## src/rtl/cas_pkg.sv

```systemverilog
`timescale 1ns/1ps
package cas_pkg;
    localparam logic [4:0] IDX_SP  = 5'd31;
    localparam logic [4:0] RT2_REQ = 5'h1f;

    typedef enum logic [1:0] {
        ST_IDLE = 2'd0,
        ST_RD   = 2'd1,
        ST_CMP  = 2'd2,
        ST_WR   = 2'd3
    } cas_st_e;
endpackage

```

## src/rtl/cas_decode.sv

```systemverilog
`timescale 1ns/1ps
// Request legality and ordering-flag decode, evaluated in the accepting cycle.
module cas_decode
    import cas_pkg::*;
#(
    parameter int ADDR_W   = 16,
    parameter int DATA_W   = 64,
    parameter int LANE_W   = 32,
    parameter int SP_ALIGN = 16
) (
    input  logic [1:0]        size,
    input  logic              acq_bit,
    input  logic              rel_bit,
    input  logic [4:0]        rs,
    input  logic [4:0]        rn,
    input  logic [4:0]        rt2,
    input  logic [ADDR_W-1:0] addr,
    input  logic              sp_chk_en,
    output logic              fault,
    output logic              is_wide,
    output logic              acquire,
    output logic              rel_o,
    output logic              tagchk
);
    logic [ADDR_W-1:0] nat_mask;
    logic [ADDR_W-1:0] sp_mask;
    logic              bad_enc;
    logic              misaligned;
    logic              sp_bad;
    logic              base_is_sp;

    assign base_is_sp = (rn == IDX_SP);
    assign is_wide    = (size == 2'b11);
    assign nat_mask   = is_wide ? ADDR_W'(DATA_W/8 - 1) : ADDR_W'(LANE_W/8 - 1);
    assign sp_mask    = ADDR_W'(SP_ALIGN - 1);

    assign bad_enc    = (rt2 != RT2_REQ) || !size[1];
    assign misaligned = |(addr & nat_mask);
    assign sp_bad     = base_is_sp && sp_chk_en && (|(addr & sp_mask));
    assign fault      = bad_enc || misaligned || sp_bad;

    assign acquire    = acq_bit && (rs != IDX_SP);
    assign rel_o      = rel_bit;
    assign tagchk     = !base_is_sp;
endmodule

```

## src/rtl/cas_lane.sv

```systemverilog
`timescale 1ns/1ps
// Lane selection, comparison and write packing for the memory word.
module cas_lane #(
    parameter int DATA_W = 64,
    parameter int LANE_W = 32,
    localparam int LANES   = DATA_W / LANE_W,
    localparam int LSEL_W  = $clog2(LANES),
    localparam int LBYTES  = LANE_W / 8
) (
    input  logic              is_wide,
    input  logic [LSEL_W-1:0] lane,
    input  logic [DATA_W-1:0] rdata,
    input  logic [DATA_W-1:0] cmp,
    input  logic [DATA_W-1:0] nval,
    output logic [DATA_W-1:0] old_ext,
    output logic              match,
    output logic [DATA_W-1:0] wdata,
    output logic [DATA_W/8-1:0] wmask
);
    logic [LANE_W-1:0] lane_data [LANES];
    logic [LANE_W-1:0] narrow;

    for (genvar g = 0; g < LANES; g++) begin : g_lane
        assign lane_data[g]                 = rdata[g*LANE_W +: LANE_W];
        assign wmask[g*LBYTES +: LBYTES]    = (is_wide || lane == LSEL_W'(g)) ? '1 : '0;
        assign wdata[g*LANE_W +: LANE_W]    = is_wide ? nval[g*LANE_W +: LANE_W]
                                                      : nval[LANE_W-1:0];
    end

    assign narrow  = lane_data[lane];
    assign old_ext = is_wide ? rdata : DATA_W'(narrow);
    assign match   = is_wide ? (rdata == cmp) : (narrow == cmp[LANE_W-1:0]);
endmodule

```

## src/rtl/cas_unit.sv

```systemverilog
`timescale 1ns/1ps
// Atomic compare-and-swap sequencer: read, compare, conditional write under lock.
module cas_unit
    import cas_pkg::*;
#(
    parameter int ADDR_W   = 16,
    parameter int DATA_W   = 64,
    parameter int LANE_W   = 32,
    parameter int SP_ALIGN = 16
) (
    input  logic                                  clk,
    input  logic                                  rst_n,
    input  logic                                  req_valid,
    output logic                                  req_ready,
    input  logic [1:0]                            req_size,
    input  logic                                  req_acq_bit,
    input  logic                                  req_rel_bit,
    input  logic [4:0]                            req_rs,
    input  logic [4:0]                            req_rn,
    input  logic [4:0]                            req_rt2,
    input  logic [ADDR_W-1:0]                     req_addr,
    input  logic                                  req_sp_chk,
    input  logic [DATA_W-1:0]                     req_cmp,
    input  logic [DATA_W-1:0]                     req_new,
    output logic                                  mem_req,
    output logic                                  mem_we,
    output logic [ADDR_W-$clog2(DATA_W/8)-1:0]    mem_addr,
    output logic [DATA_W-1:0]                     mem_wdata,
    output logic [DATA_W/8-1:0]                   mem_wmask,
    input  logic [DATA_W-1:0]                     mem_rdata,
    output logic                                  bus_lock,
    output logic                                  rsp_done,
    output logic                                  rsp_abort,
    output logic                                  rsp_we,
    output logic [4:0]                            rsp_reg,
    output logic [DATA_W-1:0]                     rsp_data,
    output logic                                  rsp_acquire,
    output logic                                  rsp_release,
    output logic                                  rsp_tagchk
);
    localparam int OFF_W   = $clog2(DATA_W/8);
    localparam int LOFF_W  = $clog2(LANE_W/8);
    localparam int WADDR_W = ADDR_W - OFF_W;
    localparam int LANES   = DATA_W / LANE_W;
    localparam int LSEL_W  = $clog2(LANES);

    typedef struct packed {
        cas_st_e             st;
        logic                wide;
        logic                acq;
        logic                rel;
        logic                tag;
        logic [4:0]          rs;
        logic [LSEL_W-1:0]   lane;
        logic [WADDR_W-1:0]  waddr;
        logic [DATA_W-1:0]   cmp;
        logic [DATA_W-1:0]   nval;
        logic                done;
        logic                abort;
        logic                we;
        logic [DATA_W-1:0]   data;
    } cas_state_t;

    cas_state_t q, d;

    logic              dec_fault;
    logic              dec_wide;
    logic              dec_acq;
    logic              dec_rel;
    logic              dec_tag;
    logic [DATA_W-1:0] ln_old;
    logic              ln_match;
    logic [DATA_W-1:0] ln_wdata;
    logic [DATA_W/8-1:0] ln_wmask;

    cas_decode #(
        .ADDR_W   (ADDR_W),
        .DATA_W   (DATA_W),
        .LANE_W   (LANE_W),
        .SP_ALIGN (SP_ALIGN)
    ) u_decode (
        .size      (req_size),
        .acq_bit   (req_acq_bit),
        .rel_bit   (req_rel_bit),
        .rs        (req_rs),
        .rn        (req_rn),
        .rt2       (req_rt2),
        .addr      (req_addr),
        .sp_chk_en (req_sp_chk),
        .fault     (dec_fault),
        .is_wide   (dec_wide),
        .acquire   (dec_acq),
        .rel_o     (dec_rel),
        .tagchk    (dec_tag)
    );

    cas_lane #(
        .DATA_W (DATA_W),
        .LANE_W (LANE_W)
    ) u_lane (
        .is_wide (q.wide),
        .lane    (q.lane),
        .rdata   (mem_rdata),
        .cmp     (q.cmp),
        .nval    (q.nval),
        .old_ext (ln_old),
        .match   (ln_match),
        .wdata   (ln_wdata),
        .wmask   (ln_wmask)
    );

    always_comb begin
        d      = q;
        d.done = 1'b0;
        unique case (q.st)
            ST_IDLE: begin
                if (req_valid) begin
                    d.wide  = dec_wide;
                    d.acq   = dec_acq;
                    d.rel   = dec_rel;
                    d.tag   = dec_tag;
                    d.rs    = req_rs;
                    d.lane  = req_addr[OFF_W-1:LOFF_W];
                    d.waddr = req_addr[ADDR_W-1:OFF_W];
                    d.cmp   = req_cmp;
                    d.nval  = req_new;
                    d.we    = 1'b0;
                    d.data  = '0;
                    d.abort = dec_fault;
                    if (dec_fault) begin
                        d.done = 1'b1;
                        d.st   = ST_IDLE;
                    end else begin
                        d.st   = ST_RD;
                    end
                end
            end
            ST_RD: begin
                d.st = ST_CMP;
            end
            ST_CMP: begin
                d.data = ln_old;
                d.we   = 1'b1;
                if (ln_match) begin
                    d.st = ST_WR;
                end else begin
                    d.st   = ST_IDLE;
                    d.done = 1'b1;
                end
            end
            ST_WR: begin
                d.st   = ST_IDLE;
                d.done = 1'b1;
            end
            default: begin
                d.st = ST_IDLE;
            end
        endcase
    end

    always_ff @(posedge clk or negedge rst_n) begin
        if (!rst_n) begin
            q <= '0;
        end else begin
            q <= d;
        end
    end

    assign req_ready   = (q.st == ST_IDLE);
    assign bus_lock    = (q.st != ST_IDLE);
    assign mem_req     = (q.st == ST_RD) || (q.st == ST_WR);
    assign mem_we      = (q.st == ST_WR);
    assign mem_addr    = q.waddr;
    assign mem_wdata   = ln_wdata;
    assign mem_wmask   = ln_wmask;

    assign rsp_done    = q.done;
    assign rsp_abort   = q.done && q.abort;
    assign rsp_we      = q.done && q.we;
    assign rsp_reg     = q.rs;
    assign rsp_data    = q.data;
    assign rsp_acquire = q.acq;
    assign rsp_release = q.rel;
    assign rsp_tagchk  = q.tag;
endmodule

```

## config.mk

```make
export PLATFORM = sky130hd
export DESIGN_NAME = cas_unit
export DESIGN_NICKNAME = d
export VERILOG_FILES = /design/src/rtl/cas_pkg.sv /design/src/rtl/cas_decode.sv /design/src/rtl/cas_lane.sv /design/src/rtl/cas_unit.sv
export SDC_FILE = /design/constraint.sdc
export NUM_CORES = 1
export LEC_CHECK = 0
export BUFFER_PORTS_ARGS = -buffer_cell sky130_fd_sc_hd__buf_2
export CORE_AREA = 2 2 155 157
export CTS_CLUSTER_SIZE = 16
export DETAILED_ROUTE_END_ITERATION = 16
export DIE_AREA = 0 0 157 159
export PLACE_DENSITY = 0.86
export SYNTH_ARGS = -nofsm -noshare
export SYNTH_HDL_FRONTEND = slang
export SYNTH_SLANG_ARGS = --single-unit
```

## constraint.sdc

```tcl
create_clock -name clk -period 2.21 [get_ports clk]
set_input_delay 0.221 -clock clk [delete_from_list [all_inputs] [get_ports clk]]
set_output_delay 0.221 -clock clk [all_outputs]
set_load 0.02 [all_outputs]
```

==> results_dict.tcl, run 1 <==
set metrics [dict create \
    status "finished, final reports clean" \
    fin_area_um2 15030 \
    placed_area_um2 12580 \
    wl_per_cell_um 20.35 \
    vias 10450 \
    hold_viol_final 0 \
    syn_area_um2 11090 \
    start_util 0.4784 \
    area_growth_pct 35.50 \
    drtIter0Drc 887 \
    setup_violations 0 \
    dpl.hpwl_mm 25.80 \
    syn_inst 1196 \
    cts_buffer_depth 3 \
    largest_reg_flops 134 \
    layout_commonest_cell "nand2_1" \
    antenna_found_initial 14 \
    max_stage_delay_ps 450 \
    wl_mm 39.71 \
    worstMarginPinSlew_ps 810.7 \
    ys_seq_area_frac 0.4962 \
    crit_required_ps 1990 \
    clock_skew_ps 14.40 \
    cp_max_fo 33 \
    ys_types 34 \
    drc 0 \
    final_cell_mix "442 x nand2_1, 393 x buf_2, 219 x dfrtp_1, 153 x dlygate4sd3_1, 82 x xnor2_1" \
    cts_sinks 220 \
    ys_warn_count 0 \
    period_minus_slack_ps 2145 \
    leakagePower_nw 7.825 \
    htree_levels 1 \
    multi_input_area_um2 4442 \
    slew-limit-headroom 0.4596 \
    clock_latency_ps 530 \
    crit_type "flop to output pin" \
    crit_family "buffers and inverters" \
    final_cells 1951 \
    cap_viol_max_count 0 \
    slowest_stage "dfrtp_2" \
    worst_slack_ps 64.53 \
    cp.arrival_ps 1920 \
    drive_above_1_share 0.3056 \
    startpoint "q[217]" \
    viasPerCell 5.355 \
    fin_util 0.6482 \
    whs_ps 22.02 \
    reg2reg_depth 7 \
    r2r-start "q[208]" \
    timing.final.crit_share 0.9708 \
    p_per_area_nw_per_um2 733.1 \
    cp.depth 3 \
    dp_slack_ps 68.24 \
    hold_path_depth 2 \
    crit_chain "buf_6 -> mux2_2 -> buf_2" \
    post-place-cells 1745 \
    syn_area_per_cell_um2 9.276 \
    row_count 56 \
    port_buffers 394 \
    hp-start "mem_rdata[56]" \
    grt_pass1_wl_mm 60.37 \
    drtAntennaViolNets 0 \
    clk_pin_slew_ps 60 \
    ir_worst_vdd_mv 0.5656 \
    clock.fmax_mhz 466.1 \
    grt_max_degree 181 \
    numCtsBuffers 25 \
    hold_path_class "input pin to flop" \
    end_kind "output pin" \
    grt_util_all_layers 0.3114 \
    synth_seq_cells 220 \
    core_area_um2 23190 \
    die_h_um 159 \
    regMostFlops "q" \
    overflow 0 \
    dieArea_um2 24960 \
    seq_area_um2 5507 \
    fp.dieW_um 157 \
    tritoncts "yes" \
    cts_root_buffer "clkbuf_16" \
    finalSetupTns_ps 0 \
    finalMaxSlewViolations 0 \
    syn-num-nets 1427 \
    crit_buf_inv 2 \
    nets 1837 \
    crit_path_start_kind "flop" \
    gp_congestion 0.9805 \
    dr.pass1.iters 5 \
    io_pins 395 \
    grt_pass1_vias 11130 \
    cts_setup_buffers 0 \
    total_power_mw 11.02 \
    fillers 1727 \
]
[cell usage after synthesis (all sizes together)]
master	instances	area [um^2]
xnor2	82	718.2
or2	2	12.52
o21bai	1	7.510
nor2	7	26.28
o32ai	1	16.27
a21oi	1	5.000
nor3	2	10.01
a22o	33	289.0
clkbuf	50	187.7
xor2	10	87.58
a221oi	1	8.760
and2	4	25.02
buf	131	977.2
a211oi	1	7.510
and3b	1	8.760
nand3	38	190.2
nand4	19	118.9
dfrtp	220	5505
nor4	10	68.81
nand2	444	1667
o21ai	41	205.2
o221ai	2	17.52
inv	8	30.03
mux2i	52	520.5
mux2	33	371.6
and3	1	6.260
a31oi	1	6.260
[metal layers]
metal	vias to the layer above	wire length [um]	track usage
met5	-	66	0
met4	10	2303	0.1852
met3	166	3581	0.07485
met2	684	19680	0.5291
met1	4985	14080	0.3536
li1	4603	-	-
[layout make-up]
cell class / count / share of cell area
Sequential cell: 220 / 0.3663
Multi-Input combinational cell: 787 / 0.2955
Timing Repair Buffer: 564 / 0.2499
Clock buffer: 33 / 0.04694
Tap cell: 319 / 0.02655
Clock inverter: 11 / 0.01132
Inverter: 8 / 0.001997
Antenna cell: 9 / 0.001498
[cells by family after synthesis]
family,share of synthesized area
buffers and inverters,0.1077
multiplexers,0.08041
AND/OR/NAND/NOR,0.1923
flip-flops,0.4962
XOR/XNOR,0.07263
AO/OA/AOI/OAI,0.05075
[final timing paths]
check | to | slack [ps]
setup reg to reg | q[219] | 70
max in group asynchronous | q[96] | 1200
hold / removal | rsp_data[56] | 20
min in group asynchronous | rsp_data[14] | 250
hold reg to reg | mem_addr[4] | 470
setup / recovery | mem_wdata[46] | 60
[report_power, final]
part	switching, mW	total [mW]	internal [mW]
clock	1.71	4.42	2.71
combinational	1.19	2.10	0.911
sequential	0.222	4.50	4.28
[timing repair]
item                                    4_1_cts  5_1_grt
hold buffers                                153        0
endpoints found under the setup margin       32        3
endpoints found under the hold margin       207        0
resized for setup                             1        3
[worst register-to-register path: cells and delay by family (launching register included)]
kind	cells	cell delay [ps]
compound gates	2	490
xor+xnor	1	120
buf+inv	1	190
flops	1	390
mux	1	240
simple gates	2	610
No activity file was read; power rests on OpenSTA's default activity.
==> run 2, diff against run 1 <==
--- a/config.mk
+++ b/config.mk
@@ -10,7 +10,7 @@
 export CTS_CLUSTER_SIZE = 16
 export DETAILED_ROUTE_END_ITERATION = 16
 export DIE_AREA = 0 0 157 159
-export PLACE_DENSITY = 0.86
+export PLACE_DENSITY_LB_ADDON = 0.3
 export SYNTH_ARGS = -nofsm -noshare
 export SYNTH_HDL_FRONTEND = slang
 export SYNTH_SLANG_ARGS = --single-unit
==> run 2 against run 1 <==
Net effect: non-clock buffer count is 7 higher; final area increased by 0.13%; sequential share of layout area hardly changed; global-route usage fell by 2.3 points; critical endpoint is now mem_wdata[56].
==> results_dict.tcl, run 2 (synthesized netlist as in run 1, its figures left out) <==
set metrics [dict create \
    grt_pass1_vias 10250 \
    core_area_um2 23190 \
    max_stage_delay_ps 480 \
    rsz0062_at_grt "false" \
    timing.final.crit_share 0.9657 \
    crit_type "flop to output pin" \
    r2r-start "q[208]" \
    grt_pass1_wl_mm 56.77 \
    dr.pass1.iters 6 \
    crit_buf_inv 2 \
    hp-start "mem_rdata[24]" \
    total_power_mw 10.81 \
    finalSetupTns_ps 0 \
    overflow 0 \
    startpoint "q[217]" \
    fp.dieW_um 157 \
    status "finished, final reports clean" \
    leakagePower_nw 7.852 \
    worstMarginPinSlew_ps 653.5 \
    end_kind "output pin" \
    antenna_found_initial 7 \
    nets 1845 \
    layout_commonest_cell "nand2_1" \
    cp.arrival_ps 1910 \
    clock.fmax_mhz 468.5 \
    gp_congestion 0.9225 \
    cts_root_buffer "clkbuf_16" \
    numCtsBuffers 26 \
    grt_max_degree 141 \
    clock_latency_ps 530 \
    regMostFlops "q" \
    grt_util_all_layers 0.2886 \
    setup_violations 0 \
    tritoncts "yes" \
    cts_buffer_depth 3 \
    fillers 1818 \
    multi_input_area_um2 4418 \
    start_util 0.4784 \
    fin_area_um2 15050 \
    cp_max_fo 33 \
    crit_path_start_kind "flop" \
    drc 0 \
    dpl.hpwl_mm 24.89 \
    drtIter0Drc 686 \
    wl_mm 36.59 \
    clock_skew_ps 15.73 \
    drtAntennaViolNets 0 \
    vias 9900 \
    cap_viol_max_count 0 \
    viasPerCell 5.054 \
    finalMaxSlewViolations 0 \
    wl_per_cell_um 18.68 \
    crit_chain "buf_6 -> mux2_2 -> buf_2" \
    final_cell_mix "442 x nand2_1, 393 x buf_2, 219 x dfrtp_1, 159 x dlygate4sd3_1, 82 x xnor2_1" \
    cts_setup_buffers 0 \
    htree_levels 1 \
    port_buffers 394 \
    hold_path_class "input pin to flop" \
    placed_area_um2 12570 \
    slew-limit-headroom 0.5643 \
    ir_worst_vdd_mv 0.5476 \
    slowest_stage "dfrtp_2" \
    period_minus_slack_ps 2134 \
    whs_ps 21.60 \
    area_growth_pct 35.68 \
    cts_sinks 220 \
    crit_family "buffers and inverters" \
    io_pins 395 \
    hold_viol_final 0 \
    dieArea_um2 24960 \
    seq_area_um2 5507 \
    clk_pin_slew_ps 60 \
    die_h_um 159 \
    p_per_area_nw_per_um2 717.9 \
    row_count 56 \
    crit_required_ps 1990 \
    largest_reg_flops 134 \
    drive_above_1_share 0.3060 \
]
==> run 2: cell types whose count changed in the layout (fill, tap and decap cells not counted), sizes merged <==
cell,before,now
diode,9,6
dlygate4sd3,153,159
clkinvlp,3,4
buf,411,412
bufinv,4,0
clkbuf,33,37
clkinv,3,6
==> run 2: timing repair <==
action | in CTS | in global routing
resized for setup | 2 | 0
setup endpoints to repair | 36 | 0
endpoints found under the hold margin | 377 | 0
hold buffers | 159 | 0
==> run 2: area by class of cell <==
type / count / area share
sequential: 220 / 0.3658
multi-input combinational: 787 / 0.2935
timing repair buffer: 571 / 0.2535
clock buffer: 37 / 0.05270
tap: 319 / 0.02651
clock inverter: 11 / 0.004987
inverter: 8 / 0.001995
antenna: 6 / 0.0009974
==> run 2: path summary, 6_finish.rpt <==
check	to	cells past startpoint	slack, ps
worst max-delay path	mem_wdata[56]	3	80
worst min-delay path	rsp_data[24]	3	20
worst max register to register	q[219]	7	150
worst min register to register	mem_addr[9]	2	470
max in group asynchronous	mem_addr[10]	3	1430
min in group asynchronous	rsp_data[43]	2	90
==> run 2: through the flow <==
stage | std cells | util | setup WS [ps]
6_report | 1959 | 0.6491 | 75.75
5_1_grt | 1958 | 0.6490 | 11.07
4_1_cts | 1953 | 0.6484 | 60.37
3_5_place_dp | 1746 | 0.5420 | 179.9
3_3_place_gp | 1746 | 0.5420 | 234.5
2_1_floorplan | 1196 | - | 374.6
==> run 2: metal layers <==
metal | share of wire | track usage | wire length [um] | up-vias
li1 | - | - | - | 4606
met1 | 0.39 | 0.3605 | 14410 | 4707
met2 | 0.49 | 0.4908 | 17880 | 495
met3 | 0.077 | 0.05117 | 2803 | 90
met4 | 0.040 | 0.1226 | 1473 | 2
met5 | 0.00036 | 0 | 13 | -
==> run 2: tightest hold or removal path: stages <==
cell     delay (ps)
buf_2           100
mux2i_1          60
o21ai_0         130
==> run 2: power by group <==
part           internal, mW  switching (mW)
combinational         0.913            1.14
sequential             4.28           0.203
clock                  2.51            1.77
